==> config.mk <==
export PLATFORM = sky130hd
export DESIGN_NAME = chain_adc_host
export DESIGN_NICKNAME = d
export VERILOG_FILES = /design/src/rtl/chain_pkg.sv /design/src/rtl/chain_seq.sv /design/src/rtl/chain_dclk.sv /design/src/rtl/chain_collect.sv /design/src/rtl/chain_adc_host.sv
export SDC_FILE = /design/constraint.sdc
export NUM_CORES = 1
export LEC_CHECK = 0
export ABC_AREA = 1
export BUFFER_PORTS_ARGS = -buffer_cell sky130_fd_sc_hd__buf_2
export CAP_MARGIN = 20
export CORE_MARGIN = 4
export CORE_UTILIZATION = 57
export CTS_CLUSTER_SIZE = 20
export DETAILED_ROUTE_END_ITERATION = 8
export PLACE_DENSITY = 0.84
export SETUP_SLACK_MARGIN = 0.2
export SLEW_MARGIN = 20
export SYNTH_ARGS = -nofsm -noshare
export SYNTH_HDL_FRONTEND = slang
export SYNTH_SLANG_ARGS = --single-unit
==> constraint.sdc <==
create_clock -name clk -period 1.85 [get_ports clk]
set_input_delay 0.185 -clock clk [delete_from_list [all_inputs] [get_ports clk]]
set_output_delay 0.185 -clock clk [all_outputs]
set_load 0.05 [all_outputs]
==> src/rtl/chain_pkg.sv <==
package chain_pkg;

  typedef enum logic [2:0] {
    ST_IDLE,
    ST_CONV,
    ST_GAP,
    ST_WAITHI,
    ST_READ,
    ST_DONE
  } seq_state_t;

  // Offset in the receive shift register of the group that arrived k-th.
  function automatic int group_base(input int k, input int n, input int w);
    return (n - 1 - k) * w;
  endfunction

endpackage

==> src/rtl/chain_seq.sv <==
module chain_seq
  import chain_pkg::*;
#(
  parameter int RC_LOW = 3
) (
  input  logic clk,
  input  logic rst_n,
  input  logic start_i,
  input  logic busy_i,
  input  logic last_bit,
  output logic rc_o,
  output logic cs_n_o,
  output logic run_o,
  output logic active_o,
  output logic valid_o
);
  localparam int CW = $clog2(RC_LOW + 1);
  localparam logic [CW-1:0] CLAST = CW'(RC_LOW - 1);

  seq_state_t state;
  logic [CW-1:0] cnt;

  // named events for assertions
  wire in_conv = (state == ST_CONV);
  wire in_read = (state == ST_READ);

  always_ff @(posedge clk or negedge rst_n) begin
    if (!rst_n) begin
      state <= ST_IDLE;
      cnt   <= '0;
    end else begin
      case (state)
        ST_IDLE:   if (start_i) begin state <= ST_CONV; cnt <= '0; end
        ST_CONV:   if (cnt == CLAST) state <= ST_GAP; else cnt <= cnt + 1'b1;
        ST_GAP:    if (!busy_i) state <= ST_WAITHI;
        ST_WAITHI: if (busy_i) state <= ST_READ;
        ST_READ:   if (last_bit) state <= ST_DONE;
        ST_DONE:   state <= ST_IDLE;
        default:   state <= ST_IDLE;
      endcase
    end
  end

  assign rc_o     = !in_conv;
  assign cs_n_o   = !(in_conv || in_read);
  assign run_o    = in_read;
  assign active_o = (state != ST_IDLE);
  assign valid_o  = (state == ST_DONE);

  assert_rc_with_cs_R2: assert property (@(posedge clk) disable iff (!rst_n)
    !rc_o |-> !cs_n_o);
  assert_rc_high_at_busy_R3: assert property (@(posedge clk) disable iff (!rst_n)
    $rose(busy_i) |-> rc_o);
  assert_cs_high_at_busy_R3: assert property (@(posedge clk) disable iff (!rst_n)
    $rose(busy_i) |-> cs_n_o);
  assert_no_restart_R7: assert property (@(posedge clk) disable iff (!rst_n)
    (active_o && !in_conv) |=> !in_conv);
  assert_valid_single_R6: assert property (@(posedge clk) disable iff (!rst_n)
    valid_o |=> !valid_o);

endmodule

==> src/rtl/chain_dclk.sv <==
module chain_dclk #(
  parameter int DCLK_HALF = 2
) (
  input  logic clk,
  input  logic rst_n,
  input  logic run,
  output logic dclk_o,
  output logic tick_o
);
  localparam int HW = $clog2(DCLK_HALF + 1);
  localparam logic [HW-1:0] HLAST = HW'(DCLK_HALF - 1);

  logic [HW-1:0] hcnt;
  wire half_end = (hcnt == HLAST);

  always_ff @(posedge clk or negedge rst_n) begin
    if (!rst_n) begin
      hcnt   <= '0;
      dclk_o <= 1'b0;
    end else if (!run) begin
      hcnt   <= '0;
      dclk_o <= 1'b0;
    end else if (half_end) begin
      hcnt   <= '0;
      dclk_o <= !dclk_o;
    end else begin
      hcnt <= hcnt + 1'b1;
    end
  end

  // sample point: last cycle of a high phase
  assign tick_o = run && dclk_o && half_end;

  assert_dclk_idle_R4: assert property (@(posedge clk) disable iff (!rst_n)
    !run |=> !dclk_o);
  assert_tick_single_R5: assert property (@(posedge clk) disable iff (!rst_n)
    tick_o |=> !tick_o);

endmodule

==> src/rtl/chain_collect.sv <==
module chain_collect #(
  parameter int TOTAL = 36
) (
  input  logic             clk,
  input  logic             rst_n,
  input  logic             run,
  input  logic             tick,
  input  logic             sdata,
  output logic             last_o,
  output logic [TOTAL-1:0] bits_o
);
  localparam int BW = $clog2(TOTAL + 1);
  localparam logic [BW-1:0] BLAST = BW'(TOTAL - 1);

  logic [TOTAL-1:0] sr;
  logic [BW-1:0]    bcnt;
  wire  [TOTAL-1:0] sr_next = {sr[TOTAL-2:0], sdata};

  assign last_o = tick && (bcnt == BLAST);

  always_ff @(posedge clk or negedge rst_n) begin
    if (!rst_n) begin
      sr     <= '0;
      bcnt   <= '0;
      bits_o <= '0;
    end else begin
      if (!run) bcnt <= '0;
      else if (tick) begin
        sr   <= sr_next;
        bcnt <= bcnt + 1'b1;
      end
      if (last_o) bits_o <= sr_next;
    end
  end

  assert_count_bound_R5: assert property (@(posedge clk) disable iff (!rst_n)
    bcnt <= BW'(TOTAL));
  assert_bits_hold_R6: assert property (@(posedge clk) disable iff (!rst_n)
    !$past(last_o) |-> $stable(bits_o));

endmodule

==> src/rtl/chain_adc_host.sv <==
module chain_adc_host
  import chain_pkg::*;
#(
  parameter int CHAIN     = 3,
  parameter int WBITS     = 12,
  parameter int RC_LOW    = 3,
  parameter int DCLK_HALF = 2
) (
  input  logic                   clk,
  input  logic                   rst_n,
  input  logic                   start_i,
  input  logic                   busy_i,
  input  logic                   sdata_i,
  output logic                   rc_o,
  output logic                   cs_n_o,
  output logic                   dclk_o,
  output logic [CHAIN*WBITS-1:0] words_o,
  output logic                   valid_o,
  output logic                   active_o
);
  localparam int TOTAL = CHAIN * WBITS;

  logic run, tick, last_bit;
  logic [TOTAL-1:0] bits;

  chain_seq #(.RC_LOW(RC_LOW)) u_seq (
    .clk(clk), .rst_n(rst_n), .start_i(start_i), .busy_i(busy_i),
    .last_bit(last_bit), .rc_o(rc_o), .cs_n_o(cs_n_o), .run_o(run),
    .active_o(active_o), .valid_o(valid_o)
  );

  chain_dclk #(.DCLK_HALF(DCLK_HALF)) u_dclk (
    .clk(clk), .rst_n(rst_n), .run(run), .dclk_o(dclk_o), .tick_o(tick)
  );

  chain_collect #(.TOTAL(TOTAL)) u_col (
    .clk(clk), .rst_n(rst_n), .run(run), .tick(tick), .sdata(sdata_i),
    .last_o(last_bit), .bits_o(bits)
  );

  // first-received group sits highest in the shift register
  for (genvar k = 0; k < CHAIN; k++) begin : g_word
    assign words_o[k*WBITS +: WBITS] = bits[group_base(k, CHAIN, WBITS) +: WBITS];
  end

  assert_valid_idle_lines_R8: assert property (@(posedge clk) disable iff (!rst_n)
    valid_o |-> (cs_n_o && !dclk_o));
  assert_dclk_needs_cs_R4: assert property (@(posedge clk) disable iff (!rst_n)
    cs_n_o |-> !dclk_o);

endmodule

==> results.md <==
* Worst min path class: input pin to register
* Clk root buf: clkbuf_8
* Syn Area/Cell at 9.95 µm²
* Top-area cell type share of the netlist area at 0.594
* Final Hold Fails at 0
* Die Y at 87.3 µm
* Crit-path max FO at 9
* Seq cells post-synth at 85
* Post-DR wirelength/cell at 12.8 µm
* Storage cell area at 2130 µm²
* Worst vdd ir at 0.00126 V
* CTS tree: done
* DRC at 0
* Reg clk slew, reported paths at 0.08 ns
* Drt first pass iters at 4
* Critical Path Start Type: register
* Psw at 0.00120 W
* Total vias in the final route at 2488
* Filler cell count at 492
* Clock Path Buffers at 2
* Skew-Pair Late Insertion Delay at 0.35 ns
* Actual slew at the worst max-slew pin at 0.433 ns
* Largest area contributor in the netlist: dfrtp_1
* Final period utilization at 0.862
* Seq/Total Area, Yosys at 0.594
* First-pass GRT wire length at 10900 µm
* Final nets at 417
* Combinational share of power at 0.171
* Ant. Diodes at 0
* Critical setup path kind: register to output port
* Mapped Cells at 360
* F_max at 0.627 GHz
* Crit. End Element: output port
* Internal at 0.00282 W
* DP Wirelength at 4130 µm
* CORE AREA at 6030 µm²
* Main flop type after synthesis: dfrtp_1
* MaxCap Viol Count at 0
* Share of layout cells above drive strength 1 at 0.275
* Setup TNS at 0 ns
* Asr flop ratio synth at 1.00
* Rel. slew slack at 0.711
* Initial antenna violation count at 0
* Synth Warn # at 0
* FP Rows at 28
* Pwr per Cell Area at 985 nW/µm²
* Placed cell areas at 3820 µm²
* Full die area at 7620 µm²
* Clock share of power at 0.334
* Max Slew Vio Count at 0
* Largest net degree at the start of global routing at 86
* Top cells by area, synth: dfrtp_1 59%, nand2_1 9.7%, o21ai_2 8.6%, inv_1 4.8%, o21ai_0 4.2%
* WL final at 6260 µm
* Synth Cell Area at 3580 µm²
* Fin area at 4090 µm²
* Die width at 87.3 µm
* Vias per cell at 5.08
* RSZ-0062 raised after global routing: yes
* Antenna Nets Post-Route at 0
* Vias in the first global route at 2445
* H-Tree Depth at 3
* I/O Buffers at 45
* Detailed Route Iter0 Violations at 94
* Leakage at 2.02 nW
* Status: complete, no violations
* Post-synth EDFFs at 0
* Clock sink count at 85
* Area used by multi-input combinational logic at 1140 µm²
* Part of the power in registers at 0.495
* Initial core utilization at 0.595
* Area Overhead vs Synth at 14.0%
* WP data arrival at 1.41 ns
* Setup Skew at 0.0128 ns
* Switch share at 0.298
* Req. time, crit path at 1.66 ns
* Remaining Overflow, GRT at 0
* Routability cong. at 0.765
* Minimum clock period after layout at 1.59 ns
* I/O Pins at 46
* GRT Total Usage at 0.181
* Syn Nets at 367
* CTS Buf Count at 9
* # setup viols final at 0
* Cell variety after synth at 26
-- sequential cells by signal, indices dropped and copies added (netlist names) --
| signal | flops |
|---|---|
| u_col.bcnt | 6 |
| u_col.bits_o | 36 |
| u_col.sr | 35 |
| u_dclk.dclk_o | 1 |
| u_dclk.hcnt | 2 |
| u_seq.cnt | 2 |
| u_seq.state | 3 |
-- kinds of logic after synthesis --
logic type | Yosys count | synth area share
AND/OR/NAND/NOR | 129 | 0.158
flip-flops | 85 | 0.594
AO/OA/AOI/OAI | 82 | 0.152
buffers and inverters | 62 | 0.0897
adder cells (fa/ha/maj) | 2 | 0.00698
-- power by group through the flow --
| stage | combinational, W | sequential [W] | clock (W) |
|---|---|---|---|
| floorplan | 0.000490 | 0.00201 | 0 |
| global placement | 0.000625 | 0.00202 | 0 |
| detailed placement | 0.000645 | 0.00202 | 0 |
| CTS | 0.000668 | 0.00199 | 0.00137 |
| global route | 0.000774 | 0.00200 | 0.00145 |
| finish | 0.000689 | 0.00199 | 0.00134 |
-- cells in the mapped netlist, types with 2 or more instances --
library cell / number
nor2_1: 12
dfrtp_1: 85
nand4_1: 4
nand3_1: 8
a21oi_1: 5
nor3_1: 3
nand2_1: 93
ha_1: 2
o21ai_0: 30
buf_6: 11
o21ai_2: 35
o21ai_1: 11
inv_1: 46
buf_2: 2
nand2_4: 2
-- routing by layer --
metal | vias to the layer above | part of all wire | GRT usage
li1 | 1240 | - | -
met1 | 1177 | 0.44 | 0.231
met2 | 61 | 0.49 | 0.299
met3 | 10 | 0.047 | 0.0397
met4 | 0 | 0.019 | 0.0781
met5 | - | 0 | 0
-- what timing repair did --
| action | 4_1_cts | 5_1_grt |
|---|---|---|
| hold buffers | 1 | 0 |
| resized for setup | 6 | 3 |
| hold endpoints to repair | 85 | 0 |
| buffers inserted | 0 | 3 |
| endpoints found under the setup margin | 2 | 24 |
| pin swaps | 0 | 1 |
-- final timing paths --
path | slack [ns] | end | startpoint | depth (start not counted)
worst min register to register | 0.47 | u_col.bits_o[0] | u_col.bits_o[0] | 2
worst min-delay path | 0.08 | u_col.sr[0] | sdata_i | 3
min in group asynchronous | 0.41 | u_col.bits_o[4] | rst_n | 3
worst max register to register | 0.32 | u_col.bits_o[8] | u_col.bcnt[0] | 7
max in group asynchronous | 1.07 | u_seq.state[0] | rst_n | 3
worst max-delay path | 0.26 | cs_n_o | u_seq.state[1] | 5
-- placed cells by master, fill, tap and decap left out, types with 3 or more instances in the layout --
cell / count
clkbuf_8: 11
a21oi_1: 5
o21ai_1: 11
nand2_1: 93
nor3_1: 3
o21ai_2: 35
inv_1: 46
buf_2: 43
dfrtp_1: 82
dfrtp_2: 3
nor2_1: 11
nand3_1: 8
buf_4: 6
o21ai_0: 30
nand4_1: 4
-- worst max-delay path: stages (launching register included) --
cell      delay [ns]
dfrtp_2         0.45
nor2_4          0.18
nand2_4         0.11
clkinv_4        0.10
nor2_1          0.04
buf_4           0.18
-- final cells by class --
class	instances	area share
Clock inverter	5	0.0144
Multi-Input combinational cell	213	0.278
Clock buffer	11	0.0370
Timing Repair Buffer	54	0.0814
Inverter	47	0.0444
Sequential cell	85	0.521
Tap cell	75	0.0230
-- through the flow --
stage                     worst slack, ns  power (W)  hold slack [ns]  instances   util
after floorplan                     0.207    0.00250           -0.111        360      -
after global placement              0.309    0.00264            0.251        470  0.634
after detailed placement            0.219    0.00266            0.249        470  0.634
after CTS                           0.202    0.00403           0.0665        487  0.673
after global routing                0.172    0.00423           0.0751        490  0.678
final                               0.255    0.00402           0.0820        490  0.678
No activity file was read; power rests on OpenSTA's default activity.
